==> config.mk <==
export PLATFORM = sky130hd
export DESIGN_NAME = iosc_rate_sel
export DESIGN_NICKNAME = d
export VERILOG_FILES = /design/src/rtl/iosc_pkg.sv /design/src/rtl/iosc_postscaler.sv /design/src/rtl/iosc_settle.sv /design/src/rtl/iosc_status.sv /design/src/rtl/iosc_rate_sel.sv
export SDC_FILE = /design/constraint.sdc
export NUM_CORES = 1
export LEC_CHECK = 0
export BUFFER_PORTS_ARGS = -buffer_cell sky130_fd_sc_hd__buf_2
export CAP_MARGIN = 20
export CORE_ASPECT_RATIO = 0.7
export CORE_MARGIN = 2
export CORE_UTILIZATION = 40
export DETAILED_ROUTE_END_ITERATION = 7
export PLACE_DENSITY = 0.65
export SLEW_MARGIN = 30
export SYNTH_ARGS = -nofsm -noshare
export SYNTH_HDL_FRONTEND = slang
export SYNTH_SLANG_ARGS = --single-unit
==> constraint.sdc <==
create_clock -name clk -period 1.5 [get_ports clk]
set_input_delay 0.075 -clock clk [delete_from_list [all_inputs] [get_ports clk]]
set_output_delay 0.075 -clock clk [all_outputs]
set_load 0.05 [all_outputs]
==> src/rtl/iosc_pkg.sv <==
package iosc_pkg;

    localparam int RATE_W = 3;

    typedef enum logic [1:0] {
        MODE_PRI     = 2'b00,
        MODE_SEC     = 2'b01,
        MODE_INT     = 2'b10,
        MODE_INT_ALT = 2'b11
    } clk_mode_e;

    typedef enum logic [RATE_W-1:0] {
        RATE_LOW  = 3'b000,
        RATE_125K = 3'b001,
        RATE_250K = 3'b010,
        RATE_500K = 3'b011,
        RATE_1M   = 3'b100,
        RATE_2M   = 3'b101,
        RATE_4M   = 3'b110,
        RATE_8M   = 3'b111
    } rate_sel_e;

    localparam rate_sel_e RATE_RESET = RATE_1M;

    typedef struct packed {
        logic pri_run;
        logic int_run;
        logic sec_run;
    } clk_status_t;

    // Number of postscaler halvings for a rate code; the lowest code uses low_shift.
    function automatic int unsigned rate_shift(input rate_sel_e sel, input int unsigned low_shift);
        if (sel == RATE_LOW) begin
            return low_shift;
        end
        return 32'd7 - 32'(sel);
    endfunction

    function automatic logic mode_is_internal(input clk_mode_e m);
        return m[1];
    endfunction

endpackage

==> src/rtl/iosc_postscaler.sv <==
module iosc_postscaler #(
    parameter int CNT_W = 8
) (
    input  logic             clk,
    input  logic             rst,
    input  logic             ref_tick,
    output logic [CNT_W:0]   taps
);
    logic [CNT_W-1:0] cnt_q;

    always_ff @(posedge clk) begin
        if (rst) begin
            cnt_q <= '0;
        end else if (ref_tick) begin
            cnt_q <= cnt_q + 1'b1;
        end
    end

    assign taps[0] = ref_tick;

    for (genvar k = 1; k <= CNT_W; k++) begin : g_tap
        // Tap k fires on the reference tick that rolls the low k counter bits over.
        assign taps[k] = ref_tick & (&cnt_q[k-1:0]);

        AST_TAP_SINGLE: assert property (@(posedge clk) disable iff (rst)
            taps[k] |=> !taps[k]) else $error("divided tap held two cycles");
    end

endmodule

==> src/rtl/iosc_settle.sv <==
module iosc_settle #(
    parameter int SETTLE_TICKS = 16
) (
    input  logic clk,
    input  logic rst,
    input  logic ref_tick,
    input  logic int_en,
    output logic stable
);
    localparam int SC_W = $clog2(SETTLE_TICKS + 1);
    localparam logic [SC_W-1:0] LAST_CNT = SC_W'(SETTLE_TICKS - 1);

    logic [SC_W-1:0] cnt_q;

    always_ff @(posedge clk) begin
        if (rst || !int_en) begin
            cnt_q  <= '0;
            stable <= 1'b0;
        end else if (ref_tick && !stable) begin
            cnt_q <= cnt_q + 1'b1;
            if (cnt_q == LAST_CNT) begin
                stable <= 1'b1;
            end
        end
    end

    AST_SETTLE_DROP: assert property (@(posedge clk) disable iff (rst)
        !int_en |=> !stable) else $error("stable held while disabled");

    AST_SETTLE_RISE: assert property (@(posedge clk) disable iff (rst)
        $rose(stable) |-> ($past(ref_tick) && $past(int_en))) else $error("stable rose without a tick");

endmodule

==> src/rtl/iosc_status.sv <==
module iosc_status
    import iosc_pkg::*;
(
    input  logic        clk,
    input  logic        rst,
    input  clk_mode_e   mode,
    input  logic        pri_timer_done,
    input  logic        int_drive,
    output clk_status_t status
);
    logic [2:0] flat;

    always_ff @(posedge clk) begin
        if (rst) begin
            status <= '0;
        end else begin
            status.pri_run <= (mode == MODE_PRI) && pri_timer_done;
            status.sec_run <= (mode == MODE_SEC);
            status.int_run <= mode_is_internal(mode) && int_drive;
        end
    end

    assign flat = status;

    AST_FLAGS_ONEHOT: assert property (@(posedge clk) disable iff (rst)
        $onehot0(flat)) else $error("more than one status flag");

    AST_PRI_DONE: assert property (@(posedge clk) disable iff (rst)
        status.pri_run |-> ($past(pri_timer_done) && $past(mode) == MODE_PRI)) else $error("primary flag without timer");

    AST_SEC_MODE: assert property (@(posedge clk) disable iff (rst)
        status.sec_run |-> ($past(mode) == MODE_SEC)) else $error("secondary flag in wrong mode");

endmodule

==> src/rtl/iosc_rate_sel.sv <==
module iosc_rate_sel
    import iosc_pkg::*;
#(
    parameter int CNT_W        = 8,
    parameter int SETTLE_TICKS = 16
) (
    input  logic       clk,
    input  logic       rst,
    input  logic       ref_tick,
    input  logic       slow_tick,
    input  logic       int_en,
    input  logic       cfg_we,
    input  logic [2:0] cfg_rate,
    input  logic       cfg_src,
    input  logic [1:0] clk_mode,
    input  logic       pri_timer_done,
    output logic       clk_en,
    output logic       wdt_tick,
    output logic       stat_pri,
    output logic       stat_int,
    output logic       stat_sec
);
    localparam int unsigned LOW_SHIFT = CNT_W;

    rate_sel_e      rate_q;
    logic           src_q;
    logic [CNT_W:0] taps;
    logic           stable;
    logic           slow_sel;
    logic           use_slow;
    logic           tap_pick;
    int unsigned    shift;
    clk_status_t    status;

    always_ff @(posedge clk) begin
        if (rst) begin
            rate_q <= RATE_RESET;
            src_q  <= 1'b0;
        end else if (cfg_we) begin
            rate_q <= rate_sel_e'(cfg_rate);
            src_q  <= cfg_src;
        end
    end

    iosc_postscaler #(.CNT_W(CNT_W)) u_post (
        .clk      (clk),
        .rst      (rst),
        .ref_tick (ref_tick),
        .taps     (taps)
    );

    iosc_settle #(.SETTLE_TICKS(SETTLE_TICKS)) u_settle (
        .clk      (clk),
        .rst      (rst),
        .ref_tick (ref_tick),
        .int_en   (int_en),
        .stable   (stable)
    );

    always_comb begin
        slow_sel = (rate_q == RATE_LOW) && !src_q;
        use_slow = !stable || slow_sel;
        shift    = rate_shift(rate_q, LOW_SHIFT);
        tap_pick = (shift <= LOW_SHIFT) ? taps[shift] : 1'b0;
    end

    always_ff @(posedge clk) begin
        if (rst) begin
            clk_en   <= 1'b0;
            wdt_tick <= 1'b0;
        end else begin
            clk_en   <= use_slow ? slow_tick : tap_pick;
            wdt_tick <= slow_tick;
        end
    end

    iosc_status u_status (
        .clk            (clk),
        .rst            (rst),
        .mode           (clk_mode_e'(clk_mode)),
        .pri_timer_done (pri_timer_done),
        .int_drive      (stable && !slow_sel),
        .status         (status)
    );

    assign stat_pri = status.pri_run;
    assign stat_int = status.int_run;
    assign stat_sec = status.sec_run;

    AST_CFG_LOAD: assert property (@(posedge clk) disable iff (rst)
        cfg_we |=> (rate_q == $past(cfg_rate) && src_q == $past(cfg_src))) else $error("write not loaded");

    AST_WDT_FOLLOW: assert property (@(posedge clk) disable iff (rst)
        !$past(rst) |-> (wdt_tick == $past(slow_tick))) else $error("watchdog tick not from slow source");

    AST_UNSTABLE_SLOW: assert property (@(posedge clk) disable iff (rst)
        (!$past(rst) && !$past(stable)) |-> (clk_en == $past(slow_tick) && !stat_int)) else $error("unsettled output not slow");

endmodule

==> impl_metrics.yaml <==
placed_design:
  port-buffer-count: 17
  dp_slack_ns: 0.00744
  gp_congestion: 0.767
  dpl.hpwl_mm: 1.32
hold_path:
  hold_start: "cfg_rate[1]"
  worstHoldEndpoint: "rate_q[1]$_SDFFE_PP0P_"
  hp-class: "input pin to flop"
  whs_path_depth: 3
worst_setup_path:
  end_kind: "flop"
  critPathKind: "flop to flop"
  r2r-start: "u_post.cnt_q[1]$_SDFFE_PP0P_"
  r2r-end: "clk_en$_SDFF_PP0_"
  reg2reg_depth: 7
  r2r_slack_ns: 0.08
  cp_max_fo: 3
  cp.required_ns: 1.71
  crit_arrival_ns: 1.63
  start_kind: "flop"
logic_synthesis:
  ys_warn_count: 0
  synthAdderAreaFrac_pct: 6.42
  synth.distinct_cells: 27
  synth_nets: 117
  synth-compound-area-share_pct: 7.32
  ys_seq_area_share_pct: 47.2
  synthXorXnorAreaFrac_pct: 7.19
  synthSimpleGateAreaFrac_pct: 18.0
  ys.flop_type: "dfxtp_1"
  yosys.area.top_type: "dfxtp_1"
  synth_mux_area_share_pct: 9.24
  ys_async_sr_fraction_pct: 0
  synth_top_family_by_area: "simple AND/OR/NAND/NOR gates"
  netlist_area_sq_um: 975
  synth_area_leaders: "dfxtp_1 47%, mux2i_1 9.2%, nor2_1 6.5%"
  synth-edff-count: 0
  syn_avg_cell_area_sq_um: 9.85
  yosysTopAreaCellShare_pct: 47.2
  syn_inst: 99
  synth_seq_cells: 23
clocking:
  clockRootBuffer: "clkbuf_4"
  clock_path_buffers: 2
  clock-sinks: 23
  post-cts-setup-buffers: 0
  cts_tree: "yes"
  path_clk_slew_ns: 0.12
  clock_latency_ns: 0.30
  cts_buffers: 3
  h-tree-depth: 1
floorplanning:
  fp.dieArea_sq_um: 2850
  core_area_sq_um: 2220
  fp.dieH_um: 45.3
  start_util_pct: 43.8
  pin_count: 18
  rows: 14
  die_w_um: 63
global_routing:
  grtUsageTotal_pct: 14.1
  grt_pass1_vias: 702
  grt_overflow: 0
  grt_pass1_wl_mm: 3.03
  antenna_found_initial: 0
  grt_start_max_net_pins: 17
timing:
  period_share_pct: 94.6
  fmaxAchievable_ghz: 0.705
  worst_slack_ns: 0.0817
  slew_headroom_pct: 78.8
  drv_slew: 0
  period_minus_slack_ns: 1.42
  worst_pin_slew_ns: 0.314
  hold_violations: 0
  clock_skew_ns: 0.00659
  final-setup-viol-count: 0
pwr:
  p_switching_mw: 0.251
  leakage_nw: 0.532
  ir_worst_vdd_uv: 502
  clockPowerShare_pct: 26.0
  pwr_density_cell_nw_per_um2: 865
  switching_share_pct: 24.0
  p_total_mw: 1.04
  internal_power_mw: 0.793
  comb_power_share_pct: 11.8
  pwr-share-seq_pct: 62.3
layout:
  final_cell_mix: "21 x dfxtp_1, 17 x nor2_1, 17 x buf_2"
  area_growth_pct: 23.9
  diodes: 0
  mostFrequentLayoutCell: "dfxtp_1"
  drive_gt1_share_pct: 25.0
  nets: 143
detailed_routing:
  viasPerCell: 4.79
  vias: 748
  antenna_left: 0
  avgRoutedWirePerCell_um: 11.8
  drcViolationCount: 0
  drt_wl_total_mm: 1.84
  drt_iter0_drc: 5
  dr.pass1.iters: 4
run:
  drv_cap: 0
run_status:
  status: "finished, final reports clean"
-- repair_timing --
| action | in CTS | in global routing |
|---|---|---|
| gates resized for setup | 2 | 6 |
| hold buffers | 4 | 1 |
| hold endpoints to repair | 3 | 1 |
| setup endpoints to repair | 1 | 1 |
| pin swaps | 0 | 4 |
-- registers in the layout, summed over array words and instances (netlist names) --
register,flops
u_status.status,3
src_q,1
rate_q,3
u_settle.cnt_q,5
clk_en,1
wdt_tick,1
u_settle.stable,1
u_post.cnt_q,8
-- kinds of logic after synthesis --
group / after synthesis
fa+ha+maj: 5
mux: 9
simple gates: 36
xor+xnor: 8
buf+inv: 8
compound gates: 10
flops: 23
-- final cells by class --
| cell class | instances | area, sq um |
|---|---|---|
| multi-input cells | 68 | 502 |
| clock buffers | 4 | 26.3 |
| well taps | 32 | 40.0 |
| repair buffers | 26 | 165 |
| fillers | 209 | 1020 |
| inverters | 3 | 11.3 |
| flip-flops and latches | 23 | 463 |
-- cells in the mapped netlist, types with 3 or more instances --
library cell,count
nor2_1,17
dfxtp_1,23
mux2i_1,9
nand2_1,6
xor2_1,5
a21oi_1,3
inv_1,3
xnor2_1,3
ha_1,5
-- critical path, stage by stage, from the launching register on --
cell     delay [ns]
dfxtp_2        0.38
ha_4           0.14
and3_4         0.21
ha_4           0.13
a21oi_2        0.04
o21ai_1        0.08
a21oi_1        0.08
o41ai_1        0.28
-- metrics by stage --
step	utilization (%)	hold WS [ns]	cell area [sq um]	cells	TNS (ns)
after detailed placement	49.3	0.259	1100	147	0
after floorplan	-	0.147	975	99	0
after CTS	52.4	0.00726	1160	155	0
final	54.3	0.0149	1210	156	0
after global placement	49.3	0.253	1100	147	0
after global routing	54.3	0.0264	1210	156	-0.00589
-- how the worst max path moves through the flow --
stage	startpoint	end	slack [ns]	cells after the start
final	u_post.cnt_q[1]$_SDFFE_PP0P_	clk_en$_SDFF_PP0_	0.08	7
after global routing	u_post.cnt_q[1]$_SDFFE_PP0P_	clk_en$_SDFF_PP0_	-0.006	7
after CTS	u_post.cnt_q[1]$_SDFFE_PP0P_	clk_en$_SDFF_PP0_	0.007	7
after detailed placement	u_post.cnt_q[1]$_SDFFE_PP0P_	clk_en$_SDFF_PP0_	0.007	7
after global placement	u_post.cnt_q[1]$_SDFFE_PP0P_	clk_en$_SDFF_PP0_	0.06	7
after floorplan	u_post.cnt_q[0]$_SDFFE_PP0P_	clk_en$_SDFF_PP0_	0.05	7
-- power by group through the flow --
stage / registers, mW / logic, mW / clock network [mW]
2_1_floorplan: 0.672 / 0.0654 / 0
3_3_place_gp: 0.659 / 0.108 / 0
3_5_place_dp: 0.660 / 0.111 / 0
4_1_cts: 0.647 / 0.119 / 0.281
5_1_grt: 0.653 / 0.138 / 0.309
6_report: 0.650 / 0.123 / 0.271
-- routing by layer --
layer,share of wire [%],vias to the layer above,GRT usage [%]
li1,-,393,-
met1,52,333,18.2
met2,41,20,22.6
met3,5.3,2,5.24
met4,1.0,0,4.00
met5,0,-,0
Note: power is estimated with default switching activity, not from simulation.
